File: config.mk
export PLATFORM = sky130hd
export DESIGN_NAME = irqf_top
export DESIGN_NICKNAME = d
export VERILOG_FILES = /design/src/rtl/irqf_pkg.sv /design/src/rtl/irqf_sync.sv /design/src/rtl/irqf_req_reg.sv /design/src/rtl/irqf_resolver.sv /design/src/rtl/irqf_top.sv
export SDC_FILE = /design/constraint.sdc
export NUM_CORES = 1
export LEC_CHECK = 0
export BUFFER_PORTS_ARGS = -buffer_cell sky130_fd_sc_hd__buf_2
export CAP_MARGIN = 20
export CORE_AREA = 3 3 65 79
export CTS_CLUSTER_DIAMETER = 80
export DETAILED_ROUTE_END_ITERATION = 10
export DIE_AREA = 0 0 68 82
export PLACE_DENSITY = 0.85
export SLEW_MARGIN = 10
export SYNTH_ARGS = -nofsm -noshare
export SYNTH_HDL_FRONTEND = slang
export SYNTH_SLANG_ARGS = --single-unit
File: constraint.sdc
create_clock -name clk -period 3.05 [get_ports clk]
set_input_delay 0.4575 -clock clk [delete_from_list [all_inputs] [get_ports clk]]
set_output_delay 0.4575 -clock clk [all_outputs]
set_load 0.02 [all_outputs]
File: src/rtl/irqf_pkg.sv
package irqf_pkg;
  typedef enum logic {
    ACK_IDLE  = 1'b0,
    ACK_ARMED = 1'b1
  } ack_phase_e;
endpackage

File: src/rtl/irqf_sync.sv
module irqf_sync #(
  parameter int NUM_LINES   = 8,
  parameter int SYNC_STAGES = 2
) (
  input  logic                 clk,
  input  logic                 rst_n,
  input  logic [NUM_LINES-1:0] async_i,
  output logic [NUM_LINES-1:0] sync_o
);
  logic [SYNC_STAGES-1:0][NUM_LINES-1:0] stage_q;

  always_ff @(posedge clk) begin
    if (!rst_n) stage_q[0] <= '0;
    else        stage_q[0] <= async_i;
  end

  for (genvar s = 1; s < SYNC_STAGES; s++) begin : g_stage
    always_ff @(posedge clk) begin
      if (!rst_n) stage_q[s] <= '0;
      else        stage_q[s] <= stage_q[s-1];
    end
  end

  assign sync_o = stage_q[SYNC_STAGES-1];
endmodule

File: src/rtl/irqf_req_reg.sv
module irqf_req_reg #(
  parameter int NUM_LINES = 8
) (
  input  logic                 clk,
  input  logic                 rst_n,
  input  logic [NUM_LINES-1:0] sync_i,
  input  logic [NUM_LINES-1:0] level_i,
  input  logic [NUM_LINES-1:0] clr_i,
  output logic [NUM_LINES-1:0] irr_o
);
  logic [NUM_LINES-1:0] prev_q, irr_q, rise, fall, irr_nxt;

  assign rise = sync_i & ~prev_q;
  assign fall = ~sync_i & prev_q;

  for (genvar i = 0; i < NUM_LINES; i++) begin : g_line
    always_comb begin
      if (level_i[i]) irr_nxt[i] = sync_i[i] & ~clr_i[i];
      else            irr_nxt[i] = (irr_q[i] | rise[i]) & sync_i[i] & ~clr_i[i];
    end
  end

  always_ff @(posedge clk) begin
    if (!rst_n) begin
      prev_q <= '0;
      irr_q  <= '0;
    end else begin
      prev_q <= sync_i;
      irr_q  <= irr_nxt;
    end
  end

  assign irr_o = irr_q;

  AST_EDGE_NEEDS_RISE: assert property (@(posedge clk) disable iff (!rst_n)
    ((irr_q & ~$past(irr_q) & ~$past(level_i) & ~$past(rise)) == '0));
  AST_FALL_CANCELS: assert property (@(posedge clk) disable iff (!rst_n)
    ((irr_q & $past(fall)) == '0));
endmodule

File: src/rtl/irqf_resolver.sv
module irqf_resolver #(
  parameter int NUM_LINES = 8,
  localparam int IDX_W    = $clog2(NUM_LINES)
) (
  input  logic [NUM_LINES-1:0] irr_i,
  input  logic [NUM_LINES-1:0] mask_i,
  input  logic [NUM_LINES-1:0] isr_i,
  output logic [NUM_LINES-1:0] win_oh_o,
  output logic [IDX_W-1:0]     win_idx_o,
  output logic                 win_any_o
);
  logic [NUM_LINES-1:0] allowed, cand;

  always_comb begin
    logic seen;
    seen = 1'b0;
    for (int i = 0; i < NUM_LINES; i++) begin
      seen       = seen | isr_i[i];
      allowed[i] = ~seen;
    end
  end

  assign cand = irr_i & ~mask_i & allowed;

  always_comb begin
    logic found;
    found     = 1'b0;
    win_oh_o  = '0;
    win_idx_o = '0;
    for (int i = 0; i < NUM_LINES; i++) begin
      if (!found && cand[i]) begin
        found       = 1'b1;
        win_oh_o[i] = 1'b1;
        win_idx_o   = IDX_W'(i);
      end
    end
    win_any_o = found;
  end

  always_comb begin
    AST_WIN_ONEHOT: assert ($onehot0(win_oh_o));
  end
endmodule

File: src/rtl/irqf_top.sv
module irqf_top #(
  parameter int NUM_LINES   = 8,
  parameter int VEC_W       = 8,
  parameter int SYNC_STAGES = 2,
  localparam int IDX_W      = $clog2(NUM_LINES)
) (
  input  logic                 clk,
  input  logic                 rst_n,
  input  logic [NUM_LINES-1:0] req_in,
  input  logic                 mask_we,
  input  logic [NUM_LINES-1:0] mask_wdata,
  input  logic [NUM_LINES-1:0] trig_level,
  input  logic [VEC_W-1:0]     vec_base,
  input  logic                 ack_strobe,
  input  logic                 eoi_strobe,
  output logic                 irq_out,
  output logic [VEC_W-1:0]     vec_out,
  output logic                 vec_valid
);
  import irqf_pkg::*;

  logic [NUM_LINES-1:0] sync_req, irr, mask_q, isr_q, win_oh, ack_clr, eoi_oh;
  logic [IDX_W-1:0]     win_idx;
  logic                 win_any, ack_second;
  ack_phase_e           phase_q;

  irqf_sync #(.NUM_LINES(NUM_LINES), .SYNC_STAGES(SYNC_STAGES)) sync_i (
    .clk(clk), .rst_n(rst_n), .async_i(req_in), .sync_o(sync_req));

  irqf_req_reg #(.NUM_LINES(NUM_LINES)) req_i (
    .clk(clk), .rst_n(rst_n), .sync_i(sync_req), .level_i(trig_level),
    .clr_i(ack_clr), .irr_o(irr));

  irqf_resolver #(.NUM_LINES(NUM_LINES)) res_i (
    .irr_i(irr), .mask_i(mask_q), .isr_i(isr_q),
    .win_oh_o(win_oh), .win_idx_o(win_idx), .win_any_o(win_any));

  assign irq_out    = win_any;
  assign ack_second = ack_strobe && (phase_q == ACK_ARMED);
  assign ack_clr    = ack_second ? win_oh : '0;

  always_comb begin
    logic found;
    found  = 1'b0;
    eoi_oh = '0;
    for (int i = 0; i < NUM_LINES; i++) begin
      if (!found && isr_q[i]) begin
        found     = 1'b1;
        eoi_oh[i] = 1'b1;
      end
    end
  end

  always_ff @(posedge clk) begin
    if (!rst_n) begin
      mask_q    <= '1;
      isr_q     <= '0;
      phase_q   <= ACK_IDLE;
      vec_out   <= '0;
      vec_valid <= 1'b0;
    end else begin
      if (mask_we) mask_q <= mask_wdata;
      isr_q     <= (isr_q & ~(eoi_strobe ? eoi_oh : '0)) | ack_clr;
      vec_valid <= ack_second;
      if (ack_strobe)
        phase_q <= (phase_q == ACK_IDLE) ? ACK_ARMED : ACK_IDLE;
      if (ack_second)
        vec_out <= win_any ? vec_base + VEC_W'(win_idx)
                           : vec_base + VEC_W'(NUM_LINES - 1);
    end
  end

  AST_IRQ_NEEDS_UNMASKED: assert property (@(posedge clk) disable iff (!rst_n)
    irq_out |-> ((irr & ~mask_q) != '0));
  AST_ACK_SETS_ISR: assert property (@(posedge clk) disable iff (!rst_n)
    (ack_second && win_any) |=> ((isr_q & $past(win_oh)) == $past(win_oh)));
  AST_ACK_CLEARS_REQ: assert property (@(posedge clk) disable iff (!rst_n)
    (ack_second && win_any) |=> ((irr & $past(win_oh)) == '0));
  AST_VEC_SINGLE_PULSE: assert property (@(posedge clk) disable iff (!rst_n)
    vec_valid |=> !vec_valid);
  AST_SPURIOUS_NO_ISR: assert property (@(posedge clk) disable iff (!rst_n)
    (ack_second && !win_any && !eoi_strobe) |=> $stable(isr_q));
  AST_EOI_RETIRES: assert property (@(posedge clk) disable iff (!rst_n)
    (eoi_strobe && !ack_second && (isr_q != '0)) |=> ((isr_q & $past(eoi_oh)) == '0));
endmodule

# == Word-level counts from Yosys, hierarchy flattened ==
# Cells that the tools add are included.
# op_classes
bitwise,63
n_addsub,2
reduce_logical,29
n_mux,48
# op_table
op,count
1-bit 2-to-1 mux,39
8-bit bitwise AND,4
1-bit bitwise AND,24
8-bit 2-to-1 mux,3
8-bit inverter,3
1-bit inverter,16
1-bit logical AND,15
1-bit OR,15
1-bit zero test,14
3-bit 2-to-1 mux,4
8-bit by 3-bit adder with 8-bit output,1
8-bit by 3-bit adder with 8-bit output (second input constant),1
8-bit OR,1
2-bit 2-to-1 mux,2
# totals
register_bits,58

# == Logic depth before layout (Yosys ltp) ==
# Gate-level depths: netlist of run 1.
# depth
depth_word,35
ltp_mapped,12
ltp_nobuf,11

# == Cells and area by module ==
# A second synthesis of run 1 with hierarchy kept.
# hier_totals
cells_unflattened,261
hier_area_um2,2507.4
# modules_own_cells
module,cells_per_inst,area_per_inst_um2,seq_area_each_um2,instances
irqf_top,130,1194.9,520.5,1
irqf_req_reg,49,520.5,320.3,1
irqf_sync,41,506.7,320.3,1
irqf_resolver,41,285.3,0.0,1

# == Least setup slack after synthesis of run 1 ==
# Ideal clock, no wire load.
# synth_timing
kind,register -> register
startpoint,reg isr_q[2]
endpoint,reg vec_out[6]
arrival_time_ps,2582
path_stages_with_launch,13
n_path_buf,1
required_ps,2980
setup_time_ps,70
slack_ps,398
synth_period_minus_slack_ps,2652
path_cell_list,dfxtp_1 or4_1 buf_2 and2b_1 nor3_2 a31oi_1 ha_1 inv_1 fa_1 nor2b_1 o2111ai_1 xor2_1 a21oi_1
# synth_via
elab_chain_len,22
# synth_lines
item,line,rtl
"start, declared",irqf_top.sv:22,"logic [NUM_LINES-1:0] sync_req, irr, mask_q, isr_q, win_oh, ack_clr, eoi_oh;"
"start signal, assigned",irqf_top.sv:63,isr_q <= (isr_q & ~(eoi_strobe ? eoi_oh : '0)) | ack_clr;
1-bit OR (*),irqf_resolver.sv:18,seen = seen | isr_i[i];
1-bit inverter,irqf_resolver.sv:19,allowed[i] = ~seen;
8-bit bitwise AND (*),irqf_resolver.sv:23,assign cand = irr_i & ~mask_i & allowed;
1-bit logical AND,irqf_resolver.sv:31,if (!found && cand[i]) begin
1-bit 2-to-1 mux,irqf_resolver.sv:31,
1-bit zero test,irqf_resolver.sv:31,
1-bit logical AND,irqf_resolver.sv:31,
1-bit 2-to-1 mux,irqf_resolver.sv:31,
[... 6 more ...],n/a,
1-bit zero test,irqf_resolver.sv:31,
1-bit logical AND,irqf_resolver.sv:31,
1-bit 2-to-1 mux,irqf_resolver.sv:31,
1-bit zero test,irqf_resolver.sv:31,
1-bit logical AND,irqf_resolver.sv:31,
3-bit 2-to-1 mux,irqf_resolver.sv:31,
8-bit by 3-bit adder with 8-bit output,irqf_top.sv:68,vec_out <= win_any ? vec_base + VEC_W'(win_idx)
8-bit 2-to-1 mux (*),irqf_top.sv:68,
"end signal, assigned",irqf_top.sv:68,
"end, declared",irqf_top.sv:17,"output logic [VEC_W-1:0] vec_out,"
# Mark *: on every way between the ends. The rest lies on a longest branch, timed or not.
# A chain may end at the register's enable or synchronous reset.

# == Worst setup path in the final report of run 1 ==
# layout_timing
startpoint,reg isr_q[4]
endpoint,reg vec_out[6]
# layout_via
elab_chain_len,16
# layout_lines
item,line
1-bit OR (*),irqf_resolver.sv:18
1-bit inverter,irqf_resolver.sv:19
8-bit bitwise AND (*),irqf_resolver.sv:23
1-bit logical AND,irqf_resolver.sv:31
1-bit 2-to-1 mux,irqf_resolver.sv:31
1-bit zero test,irqf_resolver.sv:31
1-bit logical AND,irqf_resolver.sv:31
1-bit 2-to-1 mux,irqf_resolver.sv:31
1-bit zero test,irqf_resolver.sv:31
1-bit logical AND,irqf_resolver.sv:31
1-bit 2-to-1 mux,irqf_resolver.sv:31
1-bit zero test,irqf_resolver.sv:31
1-bit logical AND,irqf_resolver.sv:31
3-bit 2-to-1 mux,irqf_resolver.sv:31
8-bit by 3-bit adder with 8-bit output,irqf_top.sv:68
8-bit 2-to-1 mux (*),irqf_top.sv:68
# Marked as above.

==> impl_metrics.py, run 1 <==
metrics = {
    "worst_hold_path": {
        "worstHoldStart": "req_in[2]",
        "worstHoldPathCells": 2,
        "hold_end": "sync_i.stage_q[2]",
        "min_path_type": "primary input to flip-flop",
    },
    "worst_setup_path": {
        "start_kind": "flip-flop",
        "path_max_fanout": 6,
        "reg2reg_to": "vec_out[6]",
        "regToRegStartpoint": "isr_q[4]",
        "arrival_ns": 3.17,
        "critPathRequiredTime_ns": 3.32,
        "regToRegSetupSlack_ns": 0.16,
        "r2r.worst_path.cells": 11,
        "cp-end-kind": "flip-flop",
        "path_class": "flip-flop to flip-flop",
    },
    "pwr": {
        "vdd_ir_drop_max_mv": 0.406,
        "p_leak_nw": 1.27,
        "finalPower_mw": 1.81,
        "pwr_density_cell_nw_per_um2": 639,
    },
    "cells_and_area": {
        "nNetsFinal": 327,
        "n_antenna_cell": 0,
        "final_cells": 348,
        "drive_above_1_share_pct": 25.2,
        "syn_to_final_growth_pct": 23.8,
    },
    "cts": {
        "cts_buffers": 9,
        "root_buffer": "clkbuf_8",
        "post_cts_resized": 0,
        "cts_num_sinks": 58,
        "path_clk_slew_ns": 0.06,
        "clk_latency_ns": 0.34,
        "htreeDepth": 3,
        "cts_buffer_depth": 2,
        "cts_tree": "built",
        "cts_hold_buffers": 0,
        "post_cts_buffers": 0,
    },
    "floorplanning": {
        "core_area_um2": 4530,
        "io_pins": 47,
        "rows": 27,
        "initial_core_util_pct": 50.6,
        "die_w_um": 68,
        "dieArea_um2": 5580,
        "die_height_um": 82,
    },
    "detailed_routing": {
        "routed_via_density": 5.42,
        "wire_per_inst_um": 14.2,
        "drc": 0,
        "final_antenna_net_count": 0,
        "routed-via-count": 1885,
        "drt_iter0_drc": 82,
        "firstDrtPassIters": 5,
        "routed_wirelength_um": 4960,
    },
    "synthesis": {
        "synth_common_cells": "58 x dfxtp_1, 26 x and2_1, 21 x nand2_1",
        "synth-edff-count": 0,
        "ys.flop_type": "dfxtp_1",
        "syn_nets": 276,
        "ys_top_cells_by_area": "dfxtp_1 51%, and2_1 7.1%, nand2_1 3.4%",
        "synth.distinct_cells": 50,
        "synth_top_area_share_pct": 50.7,
        "synth_warnings": 0,
        "syn_area_um2": 2290,
        "synth_seq_cells": 58,
        "syn_inst": 235,
        "synthArstFlopShare_pct": 0,
        "yosysMostFrequentCell": "dfxtp_1",
        "ys_seq_area_share_pct": 50.7,
        "yosys.area.top_type": "dfxtp_1",
        "synth_area_per_cell_um2": 9.75,
    },
    "global_route": {
        "grt_max_degree": 39,
        "first_global_vias": 1788,
        "overflow": 0,
        "antenna_found_initial": 0,
        "grtUsageTotal_pct": 20.2,
        "grt_pass1_wl_um": 8210,
    },
    "timing": {
        "setup_violations": 0,
        "hold_viol_final": 0,
        "tightestPinTransition_ns": 0.514,
        "clock_skew_ns": 0.00899,
        "drv_slew": 0,
        "max_freq_ghz": 0.346,
        "layout_worst_path_cycle_share_pct": 94.8,
        "min_period_ns": 2.89,
        "max_slew_margin_pct": 65.7,
    },
    "place": {
        "io_buffers": 46,
        "dpl.cell_count": 333,
        "hpwl_um": 3500,
        "gp_congestion": 0.880,
    },
    "run_status": {
        "outcome": "completed",
    },
    "job": {
        "drv_cap": 0,
    },
}
## worst max-delay path, cell delays in order, from the launching register on
cell	delay (ns)
dfxtp_1	0.37
or4b_2	0.68
nand2_1	0.11
nand3_1	0.16
a31oi_1	0.25
ha_2	0.23
inv_1	0.05
fa_1	0.40
nor2b_2	0.16
o2111ai_1	0.13
xor2_1	0.16
a21oi_1	0.13
## how the worst max path moves through the flow
stage             start    endpoint  slack, ns  cells after the start
2_1_floorplan  isr_q[2]  vec_out[6]       0.40                     12
3_3_place_gp   isr_q[4]  vec_out[6]       0.27                     11
3_5_place_dp   isr_q[4]  vec_out[6]       0.18                     11
4_1_cts        isr_q[4]  vec_out[6]       0.14                     11
5_1_grt        isr_q[4]  vec_out[6]     -0.004                     11
6_report       isr_q[4]  vec_out[6]       0.16                     11
## metal layers
metal | track usage (%) | share of wire [%] | vias up | wire [um]
met2 | 32.3 | 49 | 83 | 2440
met1 | 23.0 | 39 | 853 | 1950
met4 | 11.5 | 3.7 | 0 | 183
met3 | 7.11 | 7.9 | 22 | 389
met5 | 0 | 0 | - | 0
li1 | - | - | 927 | -
## cell usage in the layout, fill, tap and decap left out, drive strengths merged, types with 2 or more instances in the layout
cell | synthesis | routed
a21boi | 6 | 6
a21oi | 8 | 8
a31oi | 5 | 5
a41o | 2 | 2
and2 | 27 | 27
and3 | 4 | 4
buf | 1 | 49
bufinv | 0 | 3
clkbuf | 8 | 11
dfxtp | 58 | 58
ha | 3 | 3
inv | 9 | 9
mux2i | 7 | 7
nand2 | 21 | 21
nand2b | 4 | 4
nand3 | 4 | 4
nand4 | 3 | 3
nor2 | 7 | 7
nor2b | 6 | 6
nor3 | 4 | 4
nor3b | 3 | 3
nor4 | 2 | 2
o211ai | 2 | 2
o21ai | 13 | 13
o311a | 4 | 4
xnor2 | 2 | 2
xor2 | 3 | 3
## layout make-up
class	instances	area, um2
sequential	58	1160
multi-input combinational	159	1070
timing repair buffer	49	253
fill	386	1690
clock buffer	11	151
tap	58	72.6
inverter	9	33.8
clock inverter	4	98.8
## sequential cells by signal, indices dropped and copies added (netlist names)
name and count:
isr_q 8, mask_q 8, req_i.irr_o 8, req_i.prev_q 8
sync_i.stage_q 8, sync_i.sync_o 8, vec_out 8, phase_q 1
vec_valid 1
## metrics by stage
| step | hold slack, ns | util (%) | area, um2 | setup WS (ns) | setup TNS, ns |
|---|---|---|---|---|---|
| global placement | 0.413 | 57.0 | 2580 | 0.268 | 0 |
| CTS | 0.306 | 62.6 | 2830 | 0.140 | 0 |
| detailed placement | 0.422 | 57.0 | 2580 | 0.184 | 0 |
| finish | 0.324 | 62.7 | 2840 | 0.157 | 0 |
| floorplan | 0.412 | - | 2290 | 0.398 | 0 |
| global route | 0.313 | 62.7 | 2840 | -0.00403 | -0.00403 |
## cells by family (layout without fill, tap and decap cells)
group | after synthesis | after routing | synth area share (%)
AND/OR/NAND/NOR | 94 | 94 | 24.2
flip-flops | 58 | 58 | 50.7
AO/OA/AOI/OAI | 49 | 49 | 14.6
buffers and inverters | 18 | 73 | 3.00
multiplexers | 7 | 7 | 3.06
XOR/XNOR | 5 | 5 | 1.91
adder cells (fa/ha/maj) | 4 | 4 | 2.51
## power by group
| group | internal (mW) | switching (mW) | total (mW) | leakage [nW] |
|---|---|---|---|---|
| logic | 0.0612 | 0.0732 | 0.134 | 0.671 |
| clock network | 0.584 | 0.293 | 0.877 | 0.126 |
| registers | 0.789 | 0.0131 | 0.802 | 0.475 |
| total | 1.43 | 0.379 | 1.81 | 1.27 |
(Power assumes the default switching activity.)
==> run 2: changes to the inputs <==
- BUFFER_PORTS_ARGS: -buffer_cell sky130_fd_sc_hd__buf_2 -> -buffer_cell sky130_fd_sc_hd__buf_4
==> run 2 against run 1 <==
  * Combinational power up 12%
  * Clock power down 17%
  * Die area unchanged
  * Sequential cell count unchanged
  * Final cell count down 0.29%
  * Sequential power about the same
  * Wire length up 1.3%
  * Core utilization up 1.5 points
  * Worst setup slack better by 0.025 ns
  * Non-clock buffer count down 1
  * Largest power group is now sequential cells
  * Highest routed layer unchanged
==> impl_metrics.py, run 2 (synthesis gave the netlist of run 1 again) <==
metrics = {
    "cells_and_area": {
        "syn_to_final_growth_pct": 26.7,
        "fill_cells": 389,
        "nNetsFinal": 326,
        "layout_commonest_cell": "dfxtp_1",
        "n_antenna_cell": 0,
        "final_cell_area_um2": 2900,
        "final_cell_mix": "58 x dfxtp_1, 48 x buf_4, 26 x and2_1",
        "drive_above_1_share_pct": 24.9,
    },
    "worst_setup_path": {
        "path_buf_inv": 1,
        "cp_slowest_stage_delay_ns": 0.69,
        "arrival_ns": 3.13,
        "regToRegStartpoint": "isr_q[4]",
        "start_kind": "flip-flop",
        "regToRegSetupSlack_ns": 0.18,
        "r2r.worst_path.cells": 11,
        "cpLargestDelayFamily": "simple AND/OR/NAND/NOR gates",
        "crit_start": "isr_q[4]",
        "cp_cell_sequence": "or4b_2 -> nand2_1 -> nand3_2 -> a31oi_1 -> ha_2 -> inv_1 -> fa_1 -> nor2b_2 -> o21ai_0 -> xor2_1 -> a21oi_1",
        "reg2reg_to": "vec_out[4]",
        "cp-end-kind": "flip-flop",
        "path_class": "flip-flop to flip-flop",
        "path_max_fanout": 6,
        "critPathRequiredTime_ns": 3.31,
        "cpMaxStageDelayCell": "or4b_2",
    },
    "pwr": {
        "pwr_density_cell_nw_per_um2": 577,
        "finalPower_mw": 1.68,
        "power_switching_uw": 372,
        "p_comb_share_pct": 8.9,
        "seq_power_share_pct": 47.8,
        "clkPwrFrac_pct": 43.2,
        "p_leak_nw": 1.28,
        "intPower_mw": 1.30,
        "vdd_ir_drop_max_mv": 0.368,
        "netSwitchingFraction_pct": 22.2,
    },
    "cts": {
        "clk_latency_ns": 0.33,
        "htreeDepth": 3,
        "post_cts_buffers": 0,
        "cts_num_sinks": 58,
        "cts_tree": "built",
        "cts_buffers": 9,
        "cts_buffer_depth": 2,
        "path_clk_slew_ns": 0.06,
        "root_buffer": "clkbuf_8",
    },
    "detailed_routing": {
        "wl_met2_um": 2450,
        "wl_met3_um": 370,
        "routed_wirelength_um": 5020,
        "top_layer": "met4",
        "wire_per_inst_um": 14.5,
        "drt_iter0_drc": 57,
        "m1WireLength_um": 2050,
        "firstDrtPassIters": 4,
        "final_antenna_net_count": 0,
        "routed_via_density": 5.28,
        "drc": 0,
        "routed-via-count": 1832,
    },
    "global_route": {
        "grt_max_degree": 54,
        "overflow": 0,
        "grtUsageTotal_pct": 19.7,
        "antenna_found_initial": 0,
        "first_global_vias": 1735,
        "grt_pass1_wl_um": 7980,
    },
    "place": {
        "hpwl_um": 3460,
        "gp_congestion": 0.824,
        "postPlaceCellArea_um2": 2690,
        "io_buffers": 46,
    },
    "floorplanning": {
        "io_pins": 47,
        "initial_core_util_pct": 50.6,
        "die_w_um": 68,
        "rows": 27,
        "dieArea_um2": 5580,
        "core_area_um2": 4530,
        "die_height_um": 82,
    },
    "timing": {
        "max_slew_margin_pct": 65.1,
        "max_freq_ghz": 0.349,
        "hold_viol_final": 0,
        "tightestPinTransition_ns": 0.521,
        "drv_slew": 0,
        "min_period_ns": 2.87,
        "layout_worst_path_cycle_share_pct": 94.0,
        "fin_setup_tns_ns": 0,
        "holdWs_ns": 0.329,
        "clock_skew_ns": 0.00526,
        "rsz0062_at_grt": "false",
        "setup_violations": 0,
    },
    "job": {
        "drv_cap": 0,
    },
    "worst_hold_path": {
        "worstHoldPathCells": 2,
        "worstHoldStart": "req_in[0]",
        "min_path_type": "primary input to flip-flop",
        "hold_end": "sync_i.stage_q[0]",
    },
    "run_status": {
        "outcome": "completed",
    },
}
-- run 2: metrics by stage --
stage	std cells	setup WS [ns]	util, %
6_report	347	0.182	64.2
2_1_floorplan	235	0.398	-
5_1_grt	347	0.0241	64.2
3_5_place_dp	332	0.176	59.4
4_1_cts	347	0.138	63.9
3_3_place_gp	332	0.267	59.4
-- run 2: layer usage --
metal  vias to the layer above  global-route usage [%]
met3                        13                    8.07
met1                       825                    22.8
met5                         -                       0
met4                         0                    9.94
li1                        927                       -
met2                        67                    31.1
-- run 2: worst reg2reg max path: stages (launching register included) --
cell	delay, ns
dfxtp_1	0.36
or4b_2	0.69
nand2_1	0.13
nand3_2	0.12
a31oi_1	0.23
ha_2	0.22
inv_1	0.05
fa_1	0.39
nor2b_2	0.16
o21ai_0	0.12
xor2_1	0.16
a21oi_1	0.17
-- run 2: repair_timing --
item                       4_1_cts  5_1_grt
resized for setup                0        3
setup endpoints to repair        0        2
hold buffers                     0        0
hold endpoints to repair         0        0
-- run 2: area by class of cell --
class,count,area (um2),share of cell area (%)
sequential,58,1160,40.0
multi-input combinational,159,1070,36.9
timing repair buffer,48,360,12.4
clock buffer,13,169,5.82
tap,58,72.6,2.50
clock inverter,2,35.0,1.21
inverter,9,33.8,1.16
-- run 2: worst max-delay path by stage --
stage | depth (start not counted) | slack, ns | to
global route | 11 | 0.02 | vec_out[4]
finish | 11 | 0.18 | vec_out[4]
detailed placement | 11 | 0.18 | vec_out[4]
CTS | 11 | 0.14 | vec_out[4]
global placement | 11 | 0.27 | vec_out[6]
floorplan | 12 | 0.40 | vec_out[6]
-- run 2: power groups by stage --
stage          registers (mW)  logic (mW)  clock network [mW]
6_report                0.802       0.150               0.724
5_1_grt                 0.806       0.166               0.774
4_1_cts                 0.802       0.150               0.738
3_5_place_dp            0.819       0.149                   0
3_3_place_gp            0.817       0.146                   0
2_1_floorplan           0.824      0.0724                   0
